===== src/rtl/kcp_pkg.sv =====
package kcp_pkg;

  typedef enum logic [1:0] {
    KS_LOCKED = 2'd0,
    KS_ARMED  = 2'd1,
    KS_OPEN   = 2'd2
  } key_state_e;

  localparam logic [7:0] NO_RESPONSE = 8'hFF;
  localparam logic [7:0] ID_FIRST    = 8'h20;
  localparam int         ID_COUNT    = 5;

  // True when an index falls into the exported register window.
  function automatic logic in_window(input logic [7:0] idx, input logic [7:0] base);
    return idx >= base;
  endfunction

  // Identification byte at position pos counted from ID_FIRST.
  function automatic logic [7:0] id_byte(input int pos, input logic [15:0] dev,
                                         input logic [7:0] rev, input logic [15:0] mfr);
    case (pos)
      0:       return dev[15:8];
      1:       return dev[7:0];
      2:       return rev;
      3:       return mfr[15:8];
      default: return mfr[7:0];
    endcase
  endfunction

endpackage


===== src/rtl/kcp_addr_decode.sv =====
module kcp_addr_decode #(
  parameter int                ADDR_W   = 16,
  parameter logic [ADDR_W-1:0] BASE_PRI = 'h2E,
  parameter logic [ADDR_W-1:0] BASE_ALT = 'h4E
) (
  input  logic              clk,
  input  logic              rst_n,
  input  logic              strap_alt,
  input  logic [ADDR_W-1:0] host_addr,
  output logic              idx_hit,
  output logic              data_hit
);
  localparam logic [ADDR_W-1:0] STEP = 1;

  logic              alt_q;
  logic [ADDR_W-1:0] base;

  // Strap follows the pin only while reset is held.
  always_ff @(posedge clk) begin
    if (!rst_n) alt_q <= strap_alt;
  end

  assign base     = alt_q ? BASE_ALT : BASE_PRI;
  assign idx_hit  = (host_addr == base);
  assign data_hit = (host_addr == base + STEP);

endmodule


===== src/rtl/kcp_key_fsm.sv =====
module kcp_key_fsm
  import kcp_pkg::*;
#(
  parameter logic [7:0] KEY_OPEN  = 8'h87,
  parameter logic [7:0] KEY_CLOSE = 8'hAA
) (
  input  logic       clk,
  input  logic       rst_n,
  input  logic       idx_wr,
  input  logic [7:0] wdata,
  output logic       open,
  output logic       armed,
  output logic       enter_evt,
  output logic       leave_evt
);
  key_state_e state_q, state_d;

  always_comb begin
    state_d = state_q;
    case (state_q)
      KS_LOCKED: if (idx_wr) state_d = (wdata == KEY_OPEN) ? KS_ARMED : KS_LOCKED;
      KS_ARMED:  if (idx_wr) state_d = (wdata == KEY_OPEN) ? KS_OPEN  : KS_LOCKED;
      KS_OPEN:   if (idx_wr && wdata == KEY_CLOSE) state_d = KS_LOCKED;
      default:   state_d = KS_LOCKED;
    endcase
  end

  always_ff @(posedge clk or negedge rst_n) begin
    if (!rst_n) state_q <= KS_LOCKED;
    else        state_q <= state_d;
  end

  assign open      = (state_q == KS_OPEN);
  assign armed     = (state_q == KS_ARMED);
  assign enter_evt = armed && idx_wr && (wdata == KEY_OPEN);
  assign leave_evt = open && idx_wr && (wdata == KEY_CLOSE);

endmodule


===== src/rtl/kcp_reg_bank.sv =====
module kcp_reg_bank
  import kcp_pkg::*;
#(
  parameter logic [7:0]  LDN_IDX  = 8'h07,
  parameter logic [7:0]  WIN_BASE = 8'h30,
  parameter logic [15:0] DEV_ID   = 16'h0A51,
  parameter logic [7:0]  DEV_REV  = 8'h01,
  parameter logic [15:0] MFR_ID   = 16'h1934
) (
  input  logic       clk,
  input  logic       rst_n,
  input  logic       open,
  input  logic       enter_evt,
  input  logic       idx_load,
  input  logic       data_wr,
  input  logic       data_rd,
  input  logic [7:0] wdata,
  input  logic [7:0] win_rdata,
  output logic [7:0] index_q,
  output logic [7:0] ldn_q,
  output logic [7:0] cfg_rdata,
  output logic       win_we,
  output logic       win_re
);
  logic [7:0] id_table [ID_COUNT];
  logic [7:0] id_off;
  logic       id_hit;
  logic       window;

  for (genvar g = 0; g < ID_COUNT; g++) begin : g_id
    assign id_table[g] = id_byte(g, DEV_ID, DEV_REV, MFR_ID);
  end

  always_ff @(posedge clk or negedge rst_n) begin
    if (!rst_n)         index_q <= 8'h00;
    else if (enter_evt) index_q <= 8'h00;
    else if (idx_load)  index_q <= wdata;
  end

  always_ff @(posedge clk or negedge rst_n) begin
    if (!rst_n) ldn_q <= 8'h00;
    else if (open && data_wr && index_q == LDN_IDX) ldn_q <= wdata;
  end

  assign window = in_window(index_q, WIN_BASE);
  assign win_we = open && data_wr && window;
  assign win_re = open && data_rd && window;

  assign id_off = index_q - ID_FIRST;
  assign id_hit = (index_q >= ID_FIRST) && (int'(id_off) < ID_COUNT);

  always_comb begin
    cfg_rdata = 8'h00;
    if (window)                cfg_rdata = win_rdata;
    else if (index_q == LDN_IDX) cfg_rdata = ldn_q;
    else if (id_hit)           cfg_rdata = id_table[id_off[2:0]];
  end

endmodule


===== src/rtl/keyed_cfg_port.sv =====
module keyed_cfg_port
  import kcp_pkg::*;
#(
  parameter int                ADDR_W    = 16,
  parameter logic [ADDR_W-1:0] BASE_PRI  = 'h2E,
  parameter logic [ADDR_W-1:0] BASE_ALT  = 'h4E,
  parameter logic [7:0]        KEY_OPEN  = 8'h87,
  parameter logic [7:0]        KEY_CLOSE = 8'hAA,
  parameter logic [7:0]        LDN_IDX   = 8'h07,
  parameter logic [7:0]        WIN_BASE  = 8'h30,
  parameter logic [15:0]       DEV_ID    = 16'h0A51,
  parameter logic [7:0]        DEV_REV   = 8'h01,
  parameter logic [15:0]       MFR_ID    = 16'h1934
) (
  input  logic              clk,
  input  logic              rst_n,
  input  logic              strap_alt,
  input  logic [ADDR_W-1:0] host_addr,
  input  logic              host_wr,
  input  logic              host_rd,
  input  logic [7:0]        host_wdata,
  output logic [7:0]        host_rdata,
  output logic              cfg_mode,
  output logic [7:0]        win_ldn,
  output logic [7:0]        win_idx,
  output logic [7:0]        win_wdata,
  output logic              win_we,
  output logic              win_re,
  input  logic [7:0]        win_rdata
);
  // Named internal events, also watched by the checker.
  logic idx_hit, data_hit;
  logic idx_wr_evt, idx_rd_evt, data_wr_evt, data_rd_evt;
  logic key_armed, enter_evt, leave_evt, idx_load;
  logic [7:0] cfg_rdata;

  kcp_addr_decode #(
    .ADDR_W(ADDR_W), .BASE_PRI(BASE_PRI), .BASE_ALT(BASE_ALT)
  ) u_decode (
    .clk(clk), .rst_n(rst_n), .strap_alt(strap_alt), .host_addr(host_addr),
    .idx_hit(idx_hit), .data_hit(data_hit)
  );

  assign idx_wr_evt  = host_wr && idx_hit;
  assign idx_rd_evt  = host_rd && idx_hit;
  assign data_wr_evt = host_wr && data_hit;
  assign data_rd_evt = host_rd && data_hit;

  kcp_key_fsm #(
    .KEY_OPEN(KEY_OPEN), .KEY_CLOSE(KEY_CLOSE)
  ) u_key (
    .clk(clk), .rst_n(rst_n), .idx_wr(idx_wr_evt), .wdata(host_wdata),
    .open(cfg_mode), .armed(key_armed), .enter_evt(enter_evt), .leave_evt(leave_evt)
  );

  assign idx_load = cfg_mode && idx_wr_evt && !leave_evt;

  kcp_reg_bank #(
    .LDN_IDX(LDN_IDX), .WIN_BASE(WIN_BASE), .DEV_ID(DEV_ID),
    .DEV_REV(DEV_REV), .MFR_ID(MFR_ID)
  ) u_bank (
    .clk(clk), .rst_n(rst_n), .open(cfg_mode), .enter_evt(enter_evt),
    .idx_load(idx_load), .data_wr(data_wr_evt), .data_rd(data_rd_evt),
    .wdata(host_wdata), .win_rdata(win_rdata), .index_q(win_idx),
    .ldn_q(win_ldn), .cfg_rdata(cfg_rdata), .win_we(win_we), .win_re(win_re)
  );

  assign win_wdata = host_wdata;

  always_comb begin
    host_rdata = NO_RESPONSE;
    if (cfg_mode && idx_rd_evt)       host_rdata = win_idx;
    else if (cfg_mode && data_rd_evt) host_rdata = cfg_rdata;
  end

endmodule


===== config.mk =====
export PLATFORM = sky130hd
export DESIGN_NAME = keyed_cfg_port
export DESIGN_NICKNAME = d
export VERILOG_FILES = /design/src/rtl/kcp_pkg.sv /design/src/rtl/kcp_addr_decode.sv /design/src/rtl/kcp_key_fsm.sv /design/src/rtl/kcp_reg_bank.sv /design/src/rtl/keyed_cfg_port.sv
export SDC_FILE = /design/constraint.sdc
export NUM_CORES = 1
export LEC_CHECK = 0
export BUFFER_PORTS_ARGS = -buffer_cell sky130_fd_sc_hd__buf_2
export CORE_MARGIN = 3
export CORE_UTILIZATION = 43
export DETAILED_ROUTE_END_ITERATION = 8
export GPL_TIMING_DRIVEN = 0
export PLACE_DENSITY_LB_ADDON = 0.25
export SLEW_MARGIN = 20
export SYNTH_ARGS = -nofsm -noshare
export SYNTH_HDL_FRONTEND = slang
export SYNTH_SLANG_ARGS = --single-unit

===== constraint.sdc =====
create_clock -name clk -period 2.4 [get_ports clk]
set_input_delay 0.24 -clock clk [delete_from_list [all_inputs] [get_ports clk]]
set_output_delay 0.24 -clock clk [all_outputs]
set_load 0.03 [all_outputs]

==> results_dict.tcl <==
set metrics [dict create \
    status "finished with violations" \
    failed_checks "negative setup slack" \
    p_per_area_nw_per_um2 297 \
    crit_slowest_cell "or4_4" \
    nNetsFinal 258 \
    min_path_type "primary input to flip-flop" \
    dpl_cell_area_um2 1790 \
    post-route-min-period_ns 2.50 \
    clock_tree.root_cell "clkbuf_4" \
    p_leak_nw 1.00 \
    finalSetupViolCount 4 \
    setup_ws_ns -0.0987 \
    holdPathEnd "u_decode.alt_q" \
    postSynthAreaPerCell_um2 10.3 \
    rsz0062_at_grt "yes" \
    min_from "strap_alt" \
    max_stage_delay_ns 0.57 \
    path_cells "or4_4 > or4_4 > a32oi_4 > buf_6" \
    rr_worst_depth 7 \
    finish.instance_area_um2 1980 \
    grt_max_degree 20 \
    critPathMaxFanout 4 \
    critPathCaptureType "output pin" \
    rrSetupSlack_ns 0.18 \
    htreeDepth 1 \
    placedCellCount 245 \
    io_buffers 71 \
    post-route-period-util 1.04 \
    required_ns 2.16 \
    ios 72 \
    grt_pass1_vias 1445 \
    avgViaCountPerCell 5.62 \
    cpMostUsedCell "or4_4" \
    cp_num_buf_inv 1 \
    total_power_uw 587 \
    syn-cell-area_um2 1360 \
    clk_path_buf_depth 2 \
    dr_total_vias 1445 \
    synth_cells 132 \
    drv_cap 0 \
    synthArstFlopShare 0.947 \
    stdcell_count 257 \
    ys_warn_count 0 \
    initial_core_util 0.472 \
    clock-sinks 19 \
    clock_latency_ns 0.30 \
    worst_pin_slew_ns 0.492 \
    dp_hpwl_mm 3.13 \
    finalWirelength_mm 4.07 \
    final_common_cell "buf_2" \
    cts_tree "yes" \
    drive_above_1_share 0.577 \
    ys_types 46 \
    layout_common_cells "buf_2, buf_4, dfrtp_1, mux2_2, inv_1" \
    place_ws_ns -0.244 \
    synth_fp_nets 174 \
    grt_use_total 0.212 \
    fmax_mhz 400 \
    yosysSeqAreaShare 0.354 \
    firstDrtPassIters 4 \
    crit_arrival_ns 2.26 \
    core_area_um2 2880 \
    min_path_cells 1 \
    dieHeight_um 62.2 \
    fp.dieW_um 62.2 \
    clk_pin_slew_ns 0.11 \
    cp_num_cells 4 \
    drt_iter0_markers 95 \
    synth-seq-cells 19 \
    worstSetupPathType "flip-flop to output pin" \
    irDropWorstVdd_uv 246 \
    path_delay_family "simple AND/OR/NAND/NOR gates" \
    wire_per_inst_um 15.8 \
    worstReg2RegStart "u_bank.index_q[3]" \
    clock_skew_ns 0.00267 \
    finalSetupTns_ns -0.157 \
    grt_antenna_before_repair 0 \
    cp-start-kind "flip-flop" \
    gp_congestion 0.777 \
    num_rows 19 \
    synth-edff-count 1 \
    drv_slew 0 \
    numCtsBuffers 3 \
    r2r_end "u_bank.ldn_q[1]" \
    slew_headroom 0.671 \
    antenna_cells 0 \
    area_growth_pct 45.8 \
    grt_overflow 0 \
    final-hold-violation-count 0 \
    die_area_um2 3870 \
    grt_first_pass_wirelength_mm 6.79 \
    ant_nets 0 \
    post-route-drc-count 0 \
    ys.flop_type "dfrtp_1" \
]
[timing repair]
| action | 4_1_cts | 5_1_grt |
|---|---|---|
| buffers inserted | 7 | 1 |
| endpoints found under the setup margin | 9 | 9 |
| gates resized for setup | 16 | 10 |
| hold endpoints to repair | 18 | 0 |
| hold buffers | 1 | 0 |
| pin swaps | 10 | 3 |
[synth_stat cells (all sizes together) (2+ instances only)]
cell type  instances  area share
dfrtp             18        0.33
mux2              12        0.10
inv               11       0.030
buf               10       0.056
nand2              9       0.025
a22oi              8       0.044
nor3               6       0.030
ha                 5       0.046
a222oi             4       0.029
mux2i              4       0.029
o21ai              4       0.015
and4bb             3       0.028
nor4               3       0.014
nor4b              3       0.024
or4                3       0.020
a211o              2       0.014
a32oi              2       0.013
and2               2      0.0092
and4b              2       0.016
nand3              2      0.0074
nand4b             2       0.013
nor2               2      0.0055
[report_power, final]
part | switching (mW) | internal, mW
logic | 0.0519 | 0.0470
registers | 0.000976 | 0.324
clock network | 0.0987 | 0.0647
total | 0.152 | 0.436
[cells by family after synthesis]
family          after synthesis  share of synthesized area
buf+inv                      22                     0.0894
simple gates                 43                      0.227
fa+ha+maj                     5                     0.0461
mux                          16                      0.129
compound gates               27                      0.155
flops                        19                      0.354
[registers in the layout, indices dropped and copies added (netlist names)]
| signal | flops |
|---|---|
| u_decode.alt_q | 1 |
| u_key.state_q | 2 |
| u_bank.index_q | 8 |
| u_bank.ldn_q | 8 |
[stage by stage]
step | utilization | hold WS (ns)
after CTS | 0.672 | 0.108
after floorplan | - | -0.0556
final | 0.688 | 0.110
after global placement | 0.621 | 0.198
after detailed placement | 0.621 | 0.204
after global routing | 0.688 | 0.108
[layout make-up]
class                   count  area, µm²
flip-flops and latches     19        483
plain buffers              10       76.3
well taps                  42       52.6
multi-input cells          91        843
repair buffers             80        457
inverters                  11       41.3
fillers                   231        897
clock buffers               4       26.3
[worst max path at each step]
stage                                 start            end
after floorplan           u_bank.index_q[3]  host_rdata[5]
after global placement        host_addr[13]  host_rdata[0]
after detailed placement      host_addr[13]  host_rdata[1]
after CTS                 u_bank.index_q[6]  host_rdata[5]
after global routing      u_bank.index_q[6]  host_rdata[5]
final                     u_bank.index_q[3]  host_rdata[5]
[metal layers]
layer / track usage / wire (µm) / vias up
li1: - / - / 674
met1: 0.265 / 1620 / 697
met2: 0.376 / 2080 / 68
met3: 0.0414 / 328 / 6
met4: 0.0525 / 48 / 0
met5: 0 / 0 / -
Power figures use the tool's default switching activity.
